==> src/rtl/wide_mul_split_pkg.sv <==
package wide_mul_split_pkg;
  // Number of sub-products the split produces (2 halves x 2 halves).
  localparam int unsigned SUB_PRODUCTS = 4;

  function automatic int unsigned full_prod_w(input int unsigned half_w);
    return 4 * half_w;
  endfunction

  function automatic int unsigned final_add_w(input int unsigned half_w);
    return 3 * half_w;
  endfunction
endpackage

==> src/rtl/half_mul.sv <==
// Unsigned n x n multiplier; combinational shift-and-add.
module half_mul #(
  parameter int unsigned W = 4
) (
  input  logic [W-1:0]   op_a,
  input  logic [W-1:0]   op_b,
  output logic [2*W-1:0] prod
);
  always_comb begin
    prod = '0;
    for (int k = 0; k < W; k++) begin
      if (op_b[k]) prod = prod + ({{W{1'b0}}, op_a} << k);
    end
  end
endmodule

==> src/rtl/csa_row.sv <==
// Row of 3:2 carry-save cells; carry_o[i] has weight 2^(i+1).
module csa_row #(
  parameter int unsigned W = 8
) (
  input  logic [W-1:0] in_a,
  input  logic [W-1:0] in_b,
  input  logic [W-1:0] in_c,
  output logic [W-1:0] sum_o,
  output logic [W-1:0] carry_o
);
  for (genvar i = 0; i < W; i++) begin : g_cell
    assign sum_o[i]   = in_a[i] ^ in_b[i] ^ in_c[i];
    assign carry_o[i] = (in_a[i] & in_b[i]) | (in_a[i] & in_c[i]) | (in_b[i] & in_c[i]);
  end
endmodule

==> src/rtl/cp_adder.sv <==
// Final carry-propagate adder.
module cp_adder #(
  parameter int unsigned W = 12
) (
  input  logic [W-1:0] add_a,
  input  logic [W-1:0] add_b,
  output logic [W-1:0] add_s
);
  assign add_s = add_a + add_b;
endmodule

==> src/rtl/wide_mul_split.sv <==
module wide_mul_split
  import wide_mul_split_pkg::*;
#(
  parameter int unsigned HALF_W = 4
) (
  input  logic                  clk,
  input  logic                  rst_n,
  input  logic                  in_valid,
  input  logic [2*HALF_W-1:0]   a_in,
  input  logic [2*HALF_W-1:0]   x_in,
  output logic                  out_valid,
  output logic [4*HALF_W-1:0]   prod_out
);
  localparam int unsigned N    = HALF_W;
  localparam int unsigned OPW  = 2 * N;
  localparam int unsigned PW   = full_prod_w(N);
  localparam int unsigned FAW  = final_add_w(N);
  localparam int unsigned NSUB = SUB_PRODUCTS;

  // Sub-product index: bit0 selects high half of A, bit1 selects high half of X.
  // 0 = AL*XL, 1 = AH*XL, 2 = AL*XH, 3 = AH*XH
  logic [OPW-1:0] sub_p [NSUB];

  for (genvar g = 0; g < NSUB; g++) begin : g_sub
    logic [N-1:0] a_half, x_half;
    assign a_half = (g % 2 == 1) ? a_in[OPW-1:N] : a_in[N-1:0];
    assign x_half = (g / 2 == 1) ? x_in[OPW-1:N] : x_in[N-1:0];
    half_mul #(.W(N)) u_mul (
      .op_a (a_half),
      .op_b (x_half),
      .prod (sub_p[g])
    );
  end

  // Stage 1 register: sub-products
  logic           s1_v_q, s1_v_d;
  logic [OPW-1:0] s1_p_q [NSUB];
  logic [OPW-1:0] s1_p_d [NSUB];

  always_comb begin
    s1_v_d = in_valid;
    for (int k = 0; k < NSUB; k++) begin
      s1_p_d[k] = in_valid ? sub_p[k] : s1_p_q[k];
    end
  end

  always_ff @(posedge clk or negedge rst_n) begin
    if (!rst_n) begin
      s1_v_q <= 1'b0;
      for (int k = 0; k < NSUB; k++) s1_p_q[k] <= '0;
    end else begin
      s1_v_q <= s1_v_d;
      if (in_valid) begin
        for (int k = 0; k < NSUB; k++) s1_p_q[k] <= s1_p_d[k];
      end
    end
  end

  // Matrix: row0 = {HH, LL}, rows 1 and 2 = cross products shifted by N.
  logic [OPW-1:0] centre_row;
  logic [OPW-1:0] csa_sum, csa_carry;
  logic [FAW-1:0] fa_op_a, fa_op_b, fa_sum;

  assign centre_row = {s1_p_q[3][N-1:0], s1_p_q[0][OPW-1:N]};

  csa_row #(.W(OPW)) u_csa (
    .in_a    (centre_row),
    .in_b    (s1_p_q[1]),
    .in_c    (s1_p_q[2]),
    .sum_o   (csa_sum),
    .carry_o (csa_carry)
  );

  assign fa_op_a = {s1_p_q[3][OPW-1:N], csa_sum};
  assign fa_op_b = {{(N-1){1'b0}}, csa_carry, 1'b0};

  cp_adder #(.W(FAW)) u_cpa (
    .add_a (fa_op_a),
    .add_b (fa_op_b),
    .add_s (fa_sum)
  );

  // Stage 2 register: final product
  logic          s2_v_d;
  logic [PW-1:0] s2_p_d;

  always_comb begin
    s2_v_d = s1_v_q;
    s2_p_d = s1_v_q ? {fa_sum, s1_p_q[0][N-1:0]} : prod_out;
  end

  always_ff @(posedge clk or negedge rst_n) begin
    if (!rst_n) begin
      out_valid <= 1'b0;
      prod_out  <= '0;
    end else begin
      out_valid <= s2_v_d;
      if (s1_v_q) prod_out <= s2_p_d;
    end
  end
endmodule

==> config.mk <==
export PLATFORM = sky130hd
export DESIGN_NAME = wide_mul_split
export DESIGN_NICKNAME = d
export VERILOG_FILES = /design/src/rtl/wide_mul_split_pkg.sv /design/src/rtl/half_mul.sv /design/src/rtl/csa_row.sv /design/src/rtl/cp_adder.sv /design/src/rtl/wide_mul_split.sv
export SDC_FILE = /design/constraint.sdc
export NUM_CORES = 1
export LEC_CHECK = 0
export BUFFER_PORTS_ARGS = -buffer_cell sky130_fd_sc_hd__buf_4
export CAP_MARGIN = 20
export CORE_MARGIN = 1
export CORE_UTILIZATION = 40
export CTS_CLUSTER_SIZE = 24
export DETAILED_ROUTE_END_ITERATION = 10
export SYNTH_ARGS = -nofsm -noshare
export SYNTH_HDL_FRONTEND = slang
export SYNTH_HIERARCHICAL = 1
export SYNTH_SLANG_ARGS = --single-unit
==> constraint.sdc <==
create_clock -name clk -period 3.1 [get_ports clk]
set_input_delay 0.155 -clock clk [delete_from_list [all_inputs] [get_ports clk]]
set_output_delay 0.155 -clock clk [all_outputs]
set_load 0.05 [all_outputs]
-- After elaboration in Yosys (flattened, before gate mapping)
Cells that the tools add are included.
- register bits: 50
- input bits: 19
- output and inout port bits: 17
- word-level logic and storage cells: 92
- add/subtract/negate cells: 13
- multiplexer cells: 16
- bitwise gates (word level): 56
- operators with widths (operator ; number):
    8-bit two-way mux ; 12
    8-bit by 5-bit adder with 8-bit output ; 4
    8-bit by 6-bit adder with 8-bit output ; 4
    8-bit by 7-bit adder with 8-bit output ; 4
    1-bit bitwise AND ; 24
    4-bit two-way mux ; 4
    1-bit OR ; 16
    1-bit bitwise XOR ; 16
    12-bit by 9-bit adder with 12-bit output ; 1

-- Logic depth before layout (Yosys ltp)
Gate-level depths: netlist of the first run.
- word-level depth: 7
- mapped depth: 18
- mapped depth without buffers: 18

-- Cells and area by module
Netlist of the first run, hierarchy kept.
- by module, submodules not included (module ; instances ; cells each ; area each (µm²) ; seq. area each (µm²)):
    half_mul ; 4 ; 69 ; 563.0 ; 0.0
    wide_mul_split ; 1 ; 105 ; 2048.2 ; 1251.2
    cp_adder ; 1 ; 59 ; 503.0 ; 0.0
    csa_row ; 1 ; 8 ; 160.2 ; 0.0

-- Worst setup path after synthesis of the first run
OpenSTA, ideal clock, no wires.
- kind: input to register
- start: in a_in[5]
- end: reg s1_p_q, in the netlist fa_op_a[9]
- library setup time: 125 ps
- arrival: 3208 ps
- required time: 2975 ps
- slack: -233 ps
- stages on the path: 17
- buffers on the path: 0
- cell sequence: and2_1 ha_1 inv_1 fa_1 xnor2_1 nand2_1 xor2_1 inv_1 fa_1 nand2_1 a21boi_1 ha_1 fa_1 xor2_1 a32oi_1 o31ai_1 mux2_4
- RTL lines (item ; line ; source):
    start: declaration ; wide_mul_split.sv:9 ; input logic [2*HALF_W-1:0] a_in,
    end: declaration ; wide_mul_split.sv:37 ; logic [OPW-1:0] s1_p_q [NSUB];

==> results.ini, run 1 <==
[synthesis]
syn_inst = 448
synth-seq-cells = 50
synth_cell_types = 41
ys_warn_count = 6
synth_edf_count = 0
postSynth.asyncResetShare = 1.00
seq_area_frac_synth = 0.252
synth_area_um2 = 4960
synthFlopType = dfrtp_1
syn_area_per_cell_um2 = 11.1

[detailed_routing]
drt_iter0_markers = 122
post_drt_via_cell_ratio = 4.98
postRouteAntennaNets = 0
first_pass_iters = 6
dr_total_vias = 3698
drt-wirelength-per-cell_um = 15.0
drc_errors = 0
finalWirelength_um = 11100

[clock_network]
clk-insertion-delay-late_ns = 0.29
cts.clk_slew.worst_paths_ns = 0.07
numClockSinks = 50
cts_tree = yes
cts_buffers = 5
root_buffer = clkbuf_16
cts.htree.levels = 2
clock_path_buffers = 2

[layout]
fillers = 1044
area_growth_pct = 32.0
stdcell_count = 742
drive_above_1_share = 0.500
layout_commonest_cell = buf_4
post-route-util = 0.543
layout_common_cells = buf_4, dfrtp_1, mux2_4, ha_1, inv_1
diodes = 0
nNetsFinal = 668

[setup_path]
crit_top_cell = fa_2
cp-end-kind = flip-flop
worstSetupPathType = in -> reg
worst-path-buf-inv = 3
cp_max_fo = 4
worstPathArrival_ns = 3.47
max_stage_delay_ns = 0.52
path_cells = buf_8 -> and2_4 -> ha_4 -> inv_2 -> fa_2 -> mux2i_2 -> ha_2 -> inv_2 -> fa_2 -> nand2_2 -> a21boi_2 -> ha_2 -> fa_2 -> xor2_1 -> a32oi_1 -> o31ai_1 -> mux2_4
cpLargestDelayFamily = adder cells
cp.required_ns = 3.28
critPathSlowestCell = fa_2
startpoint_type = input port

[global_route]
grt_pass1_wl_um = 18700
grt_max_degree = 51
antenna_found_initial = 0
grt_use_total = 0.183
grt_remaining_overflow = 0
grt_pass1_vias = 3878

[timing]
relSlewSlack = 0.413
whs_ns = 0.295
max_freq_mhz = 304
fin_crit_ns = 3.29
period_share = 1.06
setup_slack_ns = -0.188
finalSetupViolCount = 16
worst_slew_pin_slew_ns = 0.880
rsz0062_at_grt = true
slew_violations = 0
skew_ns = 0.00531
setup-tns-final_ns = -1.32
finalHoldViolCount = 0

[floorplanning]
rows = 40
initial_core_util = 0.412
core-area_um2 = 12100
die_h_um = 113
die_width_um = 113
dieArea_um2 = 12900
pin_count = 36

[placement]
pre_cts_ws_ns = -0.533
port_buffers = 35
dp_hpwl_um = 8510
gp_congestion = 0.818
dp.cells = 708

[power]
vdd_ir_drop_max_mv = 0.277
power.density_nw_per_um2 = 616
p_leak_uw = 0.00321

[status]
status = finished, violations left
violations = negative setup slack

[flow_run]
drv_cap = 0

[min_path]
hp-class = in -> reg

==> routing by layer <==
metal | global-route usage | up-vias | wire length, µm
met2 | 0.313 | 41 | 5430
met5 | 0 | - | 0
met4 | 0.0482 | 0 | 156
met3 | 0.0202 | 10 | 214
li1 | - | 1839 | -
met1 | 0.245 | 1808 | 5320
==> logic make-up (layout without fill, tap and decap cells) <==
kind of cell / Yosys count / count (layout) / synth area share
xor gates and xnor gates: 35 / 35 / 0.0618
other: 1 / 4 / 0.000756
DFF: 50 / 50 / 0.252
AOI/OAI and AO/OA: 85 / 85 / 0.125
muxes: 72 / 72 / 0.192
adders and majority gates: 80 / 80 / 0.231
buffers and inverters: 43 / 166 / 0.0487
and+or+nand+nor: 82 / 82 / 0.0890
==> state kept, by name, summed over array words and instances, names as in the netlist <==
signal,count
centre_row,8
fa_op_a,4
out_valid,1
prod_out,16
s1_p_q,20
s1_v_q,1
==> path summary, 6_finish.rpt <==
| check | from | to | slack [ns] | depth (start not counted) |
|---|---|---|---|---|
| worst max-delay path | a_in[1] | centre_row[1] | -0.19 | 17 |
| worst min-delay path | in_valid | s1_v_q | 0.29 | 1 |
| worst max register to register | centre_row[1] | prod_out[12] | 0.19 | 8 |
| worst min register to register | prod_out[5] | prod_out[5] | 0.51 | 1 |
| max in group asynchronous | rst_n | fa_op_a[8] | 2.24 | 2 |
| min in group asynchronous | rst_n | s1_v_q | 0.41 | 2 |
==> cells in the mapped netlist, types with 2 or more instances <==
master | instances | area [µm²]
ha_1 | 55 | 688
dfrtp_1 | 50 | 1250
mux2_4 | 40 | 601
inv_1 | 32 | 120
a21oi_1 | 28 | 140
nand2_1 | 25 | 93.8
fa_1 | 21 | 420
mux2_2 | 20 | 225
xor2_1 | 20 | 175
and2_1 | 18 | 113
a21o_1 | 15 | 113
xnor2_1 | 15 | 131
o21ai_0 | 10 | 50.1
nand3_1 | 9 | 45.0
mux2i_1 | 8 | 80.1
nor2b_1 | 8 | 50.1
nor2_1 | 6 | 22.5
nor3_1 | 6 | 30.0
a21boi_1 | 5 | 37.5
and3_4 | 5 | 56.3
clkbuf_1 | 5 | 18.8
a31oi_1 | 4 | 25.0
a32oi_1 | 4 | 35.0
buf_12 | 4 | 80.1
maj3_1 | 4 | 40.0
mux2_1 | 4 | 45.0
o21ba_2 | 4 | 40.0
o31ai_1 | 4 | 30.0
o41ai_2 | 4 | 65.1
nand4_1 | 3 | 18.8
buf_6 | 2 | 22.5
==> area by class of cell <==
class / instances / area (µm²) / area share
multi-input combinational: 358 / 3840 / 0.585
timing repair buffer: 126 / 988 / 0.151
clock buffer: 6 / 129 / 0.0197
tap: 168 / 210 / 0.0321
sequential: 50 / 1250 / 0.191
inverter: 32 / 120 / 0.0183
clock inverter: 2 / 17.5 / 0.00267
==> power by group <==
part / switching [µW] / total, µW / internal [µW]
Clock: 243 / 547 / 304
Sequential: 133 / 975 / 842
Combinational: 1250 / 2510 / 1260
Total: 1630 / 4040 / 2410
==> stage by stage <==
| stage | total power [µW] | area (µm²) |
|---|---|---|
| final | 4040 | 6550 |
| after global routing | 4330 | 6550 |
| after CTS | 4000 | 6370 |
| after detailed placement | 3350 | 5960 |
| after global placement | 3280 | 5960 |
| after floorplan | 2740 | 5120 |
==> repair_timing <==
action / in CTS / in global routing
endpoints found under the setup margin: 16 / 17
hold endpoints to repair: 50 / 0
buffers inserted: 19 / 6
pin swaps: 22 / 21
hold buffers: 1 / 0
resized for setup: 28 / 24
Note: power is estimated with default switching activity, not from simulation.
==> run 2, diff against run 1 <==
- ABC_AREA: default -> 1
==> run 2 against run 1 <==
  * Area after synthesis grew 4.2%
  * Critical endpoint is now s1_p_q[21]
  * Routed wire length grew 12%
  * Largest cell class unchanged
  * Utilization decreased by 2.9 points
  * The flow now finishes without violations
  * Non-clock buffer count fell by 20
==> results.ini, run 2 <==
[power]
p_leak_uw = 0.00365  ; +14%
p_int_uw = 1810  ; -25%
vdd_ir_drop_max_mv = 0.239  ; -14%
clockPowerShare = 0.174  ; +0.038
power_uw = 3190  ; -21%
p_seq_frac = 0.277  ; +0.035
power.density_nw_per_um2 = 492  ; -20%
p_switching_uw = 1380  ; -15%
p_sw_frac = 0.434  ; +0.0302
comb_power_share = 0.549  ; -0.074

[detailed_routing]
dr_total_vias = 4760  ; +29%
post_drt_via_cell_ratio = 4.72  ; -5.3%
drt-wirelength-per-cell_um = 12.3  ; -18%
drc_errors = 0  ; unchanged
finalWirelength_um = 12400  ; +12%
drt_iter0_markers = 244  ; +100%
first_pass_iters = 4  ; -2
postRouteAntennaNets = 0  ; unchanged

[setup_path]
cp_max_fo = 4  ; unchanged
worstPathArrival_ns = 3.21  ; -0.26 ns
startpoint_type = input port
cp-end-kind = flip-flop
cp.required_ns = 3.28  ; about the same
worstSetupPathType = in -> reg

[placement]
port_buffers = 35  ; unchanged
gp_congestion = 0.860  ; +5.1%
dp.cells = 993  ; +40%
dp_hpwl_um = 10100  ; +18%

[clock_network]
cts.clk_slew.worst_paths_ns = 0.07  ; about the same
numClockSinks = 50  ; unchanged
clock_path_buffers = 2  ; unchanged
root_buffer = clkbuf_16
clk-insertion-delay-late_ns = 0.29  ; about the same
cts.htree.levels = 2  ; unchanged
cts_buffers = 5  ; unchanged
cts_tree = yes

[global_route]
grt_pass1_wl_um = 20700  ; +11%
grt_use_total = 0.193  ; +0.0103
grt_max_degree = 51  ; unchanged
grt_pass1_vias = 4510  ; +16%
grt_remaining_overflow = 0  ; unchanged
antenna_found_initial = 0  ; unchanged

[synthesis]
synthFlopType = dfrtp_1
ys_warn_count = 6  ; unchanged
synth_edf_count = 0  ; unchanged
synth_cell_types = 29  ; -29%
yosysMostFrequentCell = nand2_1
synth_top_area_cell = dfrtp_1
postSynth.asyncResetShare = 1.00  ; unchanged
seq_area_frac_synth = 0.242  ; -0.0102
yosysTopAreaCellShare = 0.242  ; -0.0102
syn_area_per_cell_um2 = 7.09  ; -36%
synth-seq-cells = 50  ; unchanged
ys_top_cells_by_area = dfrtp_1, nand2_1, ha_1
netlist_top_cells_count = nand2_1, inv_1, nand3_1, ha_1, dfrtp_1
synth_area_um2 = 5170  ; +4.2%
syn_inst = 730  ; +63%

[layout]
fillers = 1272  ; +22%
layout_commonest_cell = nand2_1
post-route-util = 0.514  ; -0.0289
diodes = 0  ; unchanged
stdcell_count = 1009  ; +36%
area_growth_pct = 25.5
drive_above_1_share = 0.254  ; -0.246
largest_reg_flops = 20  ; unchanged
top_register = s1_p_q
nNetsFinal = 931  ; +39%
layout_common_cells = nand2_1, buf_4, inv_1, nand3_1, dfrtp_1

[timing]
rsz0062_at_grt = true
whs_ns = 0.174  ; -0.121 ns
period_share = 0.975  ; -0.0850
skew_ns = 0.00753  ; +0.00222 ns
finalSetupViolCount = 0  ; -16
max_freq_mhz = 331  ; +8.7%
worst_slew_pin_slew_ns = 0.622  ; -0.259 ns
fin_crit_ns = 3.02  ; -0.264 ns
slew_violations = 0  ; unchanged
relSlewSlack = 0.586  ; +0.173
finalHoldViolCount = 0  ; unchanged
setup-tns-final_ns = 0  ; +1.32 ns

[status]
status = finished clean

[floorplanning]
rows = 41  ; +2.5%
dieArea_um2 = 13400  ; +4.1%
pin_count = 36  ; unchanged
die_width_um = 116  ; +2.0%
core-area_um2 = 12600  ; +4.6%
die_h_um = 116  ; +2.0%
initial_core_util = 0.410  ; -0.00164

[min_path]
hp-class = in -> reg

[flow_run]
drv_cap = 0  ; unchanged

-- run 2: cell types whose count changed in the layout (fill, tap and decap cells not counted), moves of 9 or more --
cell     before  now
a21oi_2      13    3
mux2_4       48    0
mux2_2       16    0
nand3_1       9   70
nand2_2       4   32
a21o_1       15    4
nand3_2       0   10
buf_4       121  100
and2_1       14    2
a21oi_1      16   25
inv_1        24   72
nand2_1      21  288
-- run 2: final cells by class --
cell class | instances | area (µm²) | area share
Tap cell | 172 | 215 | 0.0332
Clock buffer | 7 | 143 | 0.0220
Inverter | 95 | 374 | 0.0576
Sequential cell | 50 | 1250 | 0.193
Multi-Input combinational cell | 578 | 3670 | 0.565
Timing Repair Buffer | 106 | 830 | 0.128
Clock inverter | 1 | 8.76 | 0.00135
-- run 2: kinds of logic after synthesis --
logic type / synth area share
buffers and inverters: 0.0926
adder cells (fa/ha/maj): 0.214
AO/OA/AOI/OAI: 0.0503
AND/OR/NAND/NOR: 0.368
XOR/XNOR: 0.0322
flip-flops: 0.242
other: 0.000725
-- run 2: worst paths after layout --
| check | from | end | slack (ns) | cells past startpoint |
|---|---|---|---|---|
| min reg2reg | prod_out[11] | prod_out[11] | 0.47 | 2 |
| max | a_in[5] | s1_p_q[21] | 0.08 | 19 |
| min | in_valid | s1_v_q | 0.17 | 1 |
| min in group asynchronous | rst_n | prod_out[7] | 0.44 | 2 |
| max in group asynchronous | rst_n | centre_row[0] | 2.25 | 2 |
| max reg2reg | centre_row[1] | prod_out[12] | 0.95 | 10 |
-- run 2: worst max-delay path, stage by stage --
cell,delay [ns]
buf_12,0.11
nand2_2,0.07
inv_2,0.04
ha_4,0.15
inv_2,0.05
fa_1,0.42
o21ai_2,0.19
ha_2,0.21
inv_1,0.06
fa_2,0.56
nand2_2,0.05
and2_1,0.16
ha_2,0.19
fa_2,0.42
xor2_1,0.15
nand2_1,0.05
nand2_1,0.05
nand2_1,0.06
nand2_1,0.05
-- run 2: per-stage QoR --
stage	setup slack [ns]	instance area (µm²)
finish	0.0760	6490
global route	-0.0399	6490
CTS	0.00853	6200
detailed placement	-0.372	6030
global placement	-0.273	6030
floorplan	0.105	5180
-- run 2: power groups by stage --
stage	clock, µW	combinational, µW	sequential (µW)
floorplan	0	924	1140
global placement	0	1640	893
detailed placement	0	1680	898
CTS	576	1690	887
global route	599	1970	900
finish	555	1750	884
-- run 2: what timing repair did --
action	in CTS	in global routing
hold buffers	1	0
hold endpoints to repair	50	0
setup buffers	0	7
endpoints found under the setup margin	1	16
gates resized for setup	3	68
pin swaps	0	35
-- run 2: per-layer routing --
layer,GRT usage,share of wire,up-vias,routed length [µm]
li1,-,-,2501,-
met1,0.259,0.48,2180,5930
met2,0.339,0.49,71,6080
met3,0.0152,0.026,8,320
met4,0.0427,0.0076,0,95
met5,0,0,-,0
==> run 3, diff against run 2 <==
--- a/config.mk
+++ b/config.mk
@@ -8,3 +8,3 @@
 export ABC_AREA = 1
-export BUFFER_PORTS_ARGS = -buffer_cell sky130_fd_sc_hd__buf_4
+export BUFFER_PORTS_ARGS = -buffer_cell sky130_fd_sc_hd__buf_2
 export CAP_MARGIN = 20
--- a/constraint.sdc
+++ b/constraint.sdc
@@ -3,2 +3,2 @@
 set_output_delay 0.155 -clock clk [all_outputs]
-set_load 0.05 [all_outputs]
+set_load 0.01 [all_outputs]
==> run 3 against run 2 <==
  * Clock skew is 0.0049 ns lower
  * Global-route usage hardly changed
  * Clock power rose by 14%
  * Sequential cell count unchanged
  * Register-to-register slack is essentially flat
  * Critical path type unchanged
  * Maximum frequency is 1.3% higher
==> results.ini, run 3 (synthesized netlist as in run 2, its figures left out) <==
[layout]
drive_above_1_share = 0.267  ; +0.0120
post-route-util = 0.517  ; +0.00278
top_register = s1_p_q
area_growth_pct = 26.2
fillers = 1301  ; +2.3%
seq_area_um2 = 1250  ; unchanged
layout_common_cells = nand2_1, buf_4, inv_1, nand3_1, dfrtp_1
nNetsFinal = 942  ; +1.2%
layout_commonest_cell = nand2_1
diodes = 0  ; unchanged
largest_reg_flops = 20  ; unchanged
multi_input_area_um2 = 3680  ; +0.20%

[power]
vdd_ir_drop_max_mv = 0.317  ; +33%
p_leak_uw = 0.00368  ; +0.88%
power.density_nw_per_um2 = 459  ; -6.6%
power_uw = 3000  ; -6.1%

[detailed_routing]
finalWirelength_um = 12500  ; +0.48%
drt_iter0_markers = 265  ; +8.6%
postRouteAntennaNets = 0  ; unchanged
drc_errors = 0  ; unchanged
first_pass_iters = 4  ; unchanged
post_drt_via_cell_ratio = 4.81  ; +2.0%
dr_total_vias = 4907  ; +3.1%
drt-wirelength-per-cell_um = 12.2  ; -0.60%

[timing]
setup-tns-final_ns = 0  ; unchanged
whs_ns = 0.262  ; +0.0878 ns
skew_ns = 0.00268  ; -0.00486 ns
max_freq_mhz = 335  ; +1.3%
worst_slew_pin_slew_ns = 0.595  ; -0.0264 ns
fin_crit_ns = 2.99  ; -0.0374 ns
rsz0062_at_grt = true
relSlewSlack = 0.603  ; +0.0176
slew_violations = 0  ; unchanged
finalHoldViolCount = 0  ; unchanged
finalSetupViolCount = 0  ; unchanged
period_share = 0.963  ; -0.0121

[clock_network]
clock_path_buffers = 2  ; unchanged
root_buffer = clkbuf_16
clk-insertion-delay-late_ns = 0.29  ; about the same
cts_buffers = 5  ; unchanged
numClockSinks = 50  ; unchanged
cts.clk_slew.worst_paths_ns = 0.07  ; about the same
cts.htree.levels = 2  ; unchanged
cts_tree = yes

[global_route]
grt_pass1_wl_um = 20600  ; -0.63%
grt_max_degree = 51  ; unchanged
grt_use_total = 0.193  ; -0.000199
grt_remaining_overflow = 0  ; unchanged
grt_pass1_vias = 4537  ; +0.60%
antenna_found_initial = 0  ; unchanged

[setup_path]
startpoint_type = input port
worstSetupPathType = in -> reg
worst-path-buf-inv = 3  ; -1
cp_max_fo = 4  ; unchanged
critPathSlowestCell = fa_2
path_cells = clkbuf_4 -> ha_4 -> inv_2 -> fa_1 -> o21ai_2 -> ha_2 -> inv_2 -> fa_2 -> nand2_2 -> and2_4 -> ha_4 -> fa_2 -> nand2_1 -> nand2_1 -> nand2_1 -> nand2_1
cp-end-kind = flip-flop
cp.required_ns = 3.33  ; +0.05 ns
cpLargestDelayFamily = adder cells
max_stage_delay_ns = 0.56  ; about the same
worstPathArrival_ns = 3.22  ; about the same
crit_top_cell = nand2_1

[floorplanning]
initial_core_util = 0.410  ; unchanged
die_width_um = 116  ; unchanged
core-area_um2 = 12600  ; unchanged
rows = 41  ; unchanged
die_h_um = 116  ; unchanged
dieArea_um2 = 13400  ; unchanged
pin_count = 36  ; unchanged

[status]
status = finished clean

[min_path]
hp-class = in -> async

[flow_run]
drv_cap = 0  ; unchanged

[placement]
gp_congestion = 0.860  ; about the same
dp_hpwl_um = 10200  ; +1.1%
port_buffers = 35  ; unchanged

[run 3: cell types whose count changed in the layout (fill, tap and decap cells not counted), sizes merged]
cell,change
bufinv,+1
clkinvlp,+1
buf,+10
clkbuf,-1
[run 3: path summary, 6_finish.rpt]
kind / from / to / slack [ns] / cells after the start
min in group clk: x_in[3] / s1_p_q[19] / 0.27 / 5
hold reg to reg: prod_out[11] / prod_out[11] / 0.46 / 2
max in group asynchronous: rst_n / fa_op_a[11] / 2.35 / 3
setup / recovery: a_in[4] / fa_op_a[8] / 0.11 / 16
hold / removal: rst_n / prod_out[12] / 0.26 / 2
setup reg to reg: centre_row[1] / prod_out[12] / 0.95 / 10
[run 3: repair_timing]
action / in CTS / in global routing
cloned: 0 / 0
pin swaps: 0 / 32
hold buffers: 0 / 1
setup endpoints to repair: 1 / 16
endpoints found under the hold margin: 0 / 10
resized for setup: 2 / 71
buffers inserted: 0 / 7
[run 3: where the power goes]
part           total [µW]  leakage, µW  internal [µW]  switching (µW)
registers             882     0.000630            789            92.8
clock network         634    0.0000819            386             247
logic                1480      0.00297            655             826
total                3000      0.00368           1830            1170
[run 3: metal layers]
| layer | global-route usage | wire [µm] |
|---|---|---|
| met1 | 0.250 | 5920 |
| met2 | 0.341 | 6080 |
| met3 | 0.0199 | 260 |
| met4 | 0.0521 | 228 |
| met5 | 0 | 0 |
[run 3: metrics by stage]
stage	area (µm²)	setup WS [ns]	instances
final	6530	0.113	1020
after detailed placement	6020	-0.332	1003
after global routing	6530	-0.0451	1020
after global placement	6020	-0.276	1003
after CTS	6200	0.00273	1011
after floorplan	5180	0.105	733
[run 3: final cells by class]
class                      count  share of cell area
multi-input combinational    578               0.563
sequential                    50               0.192
timing repair buffer         117               0.128
inverter                      95              0.0573
tap                          172              0.0330
clock buffer                   5              0.0192
clock inverter                 3             0.00748
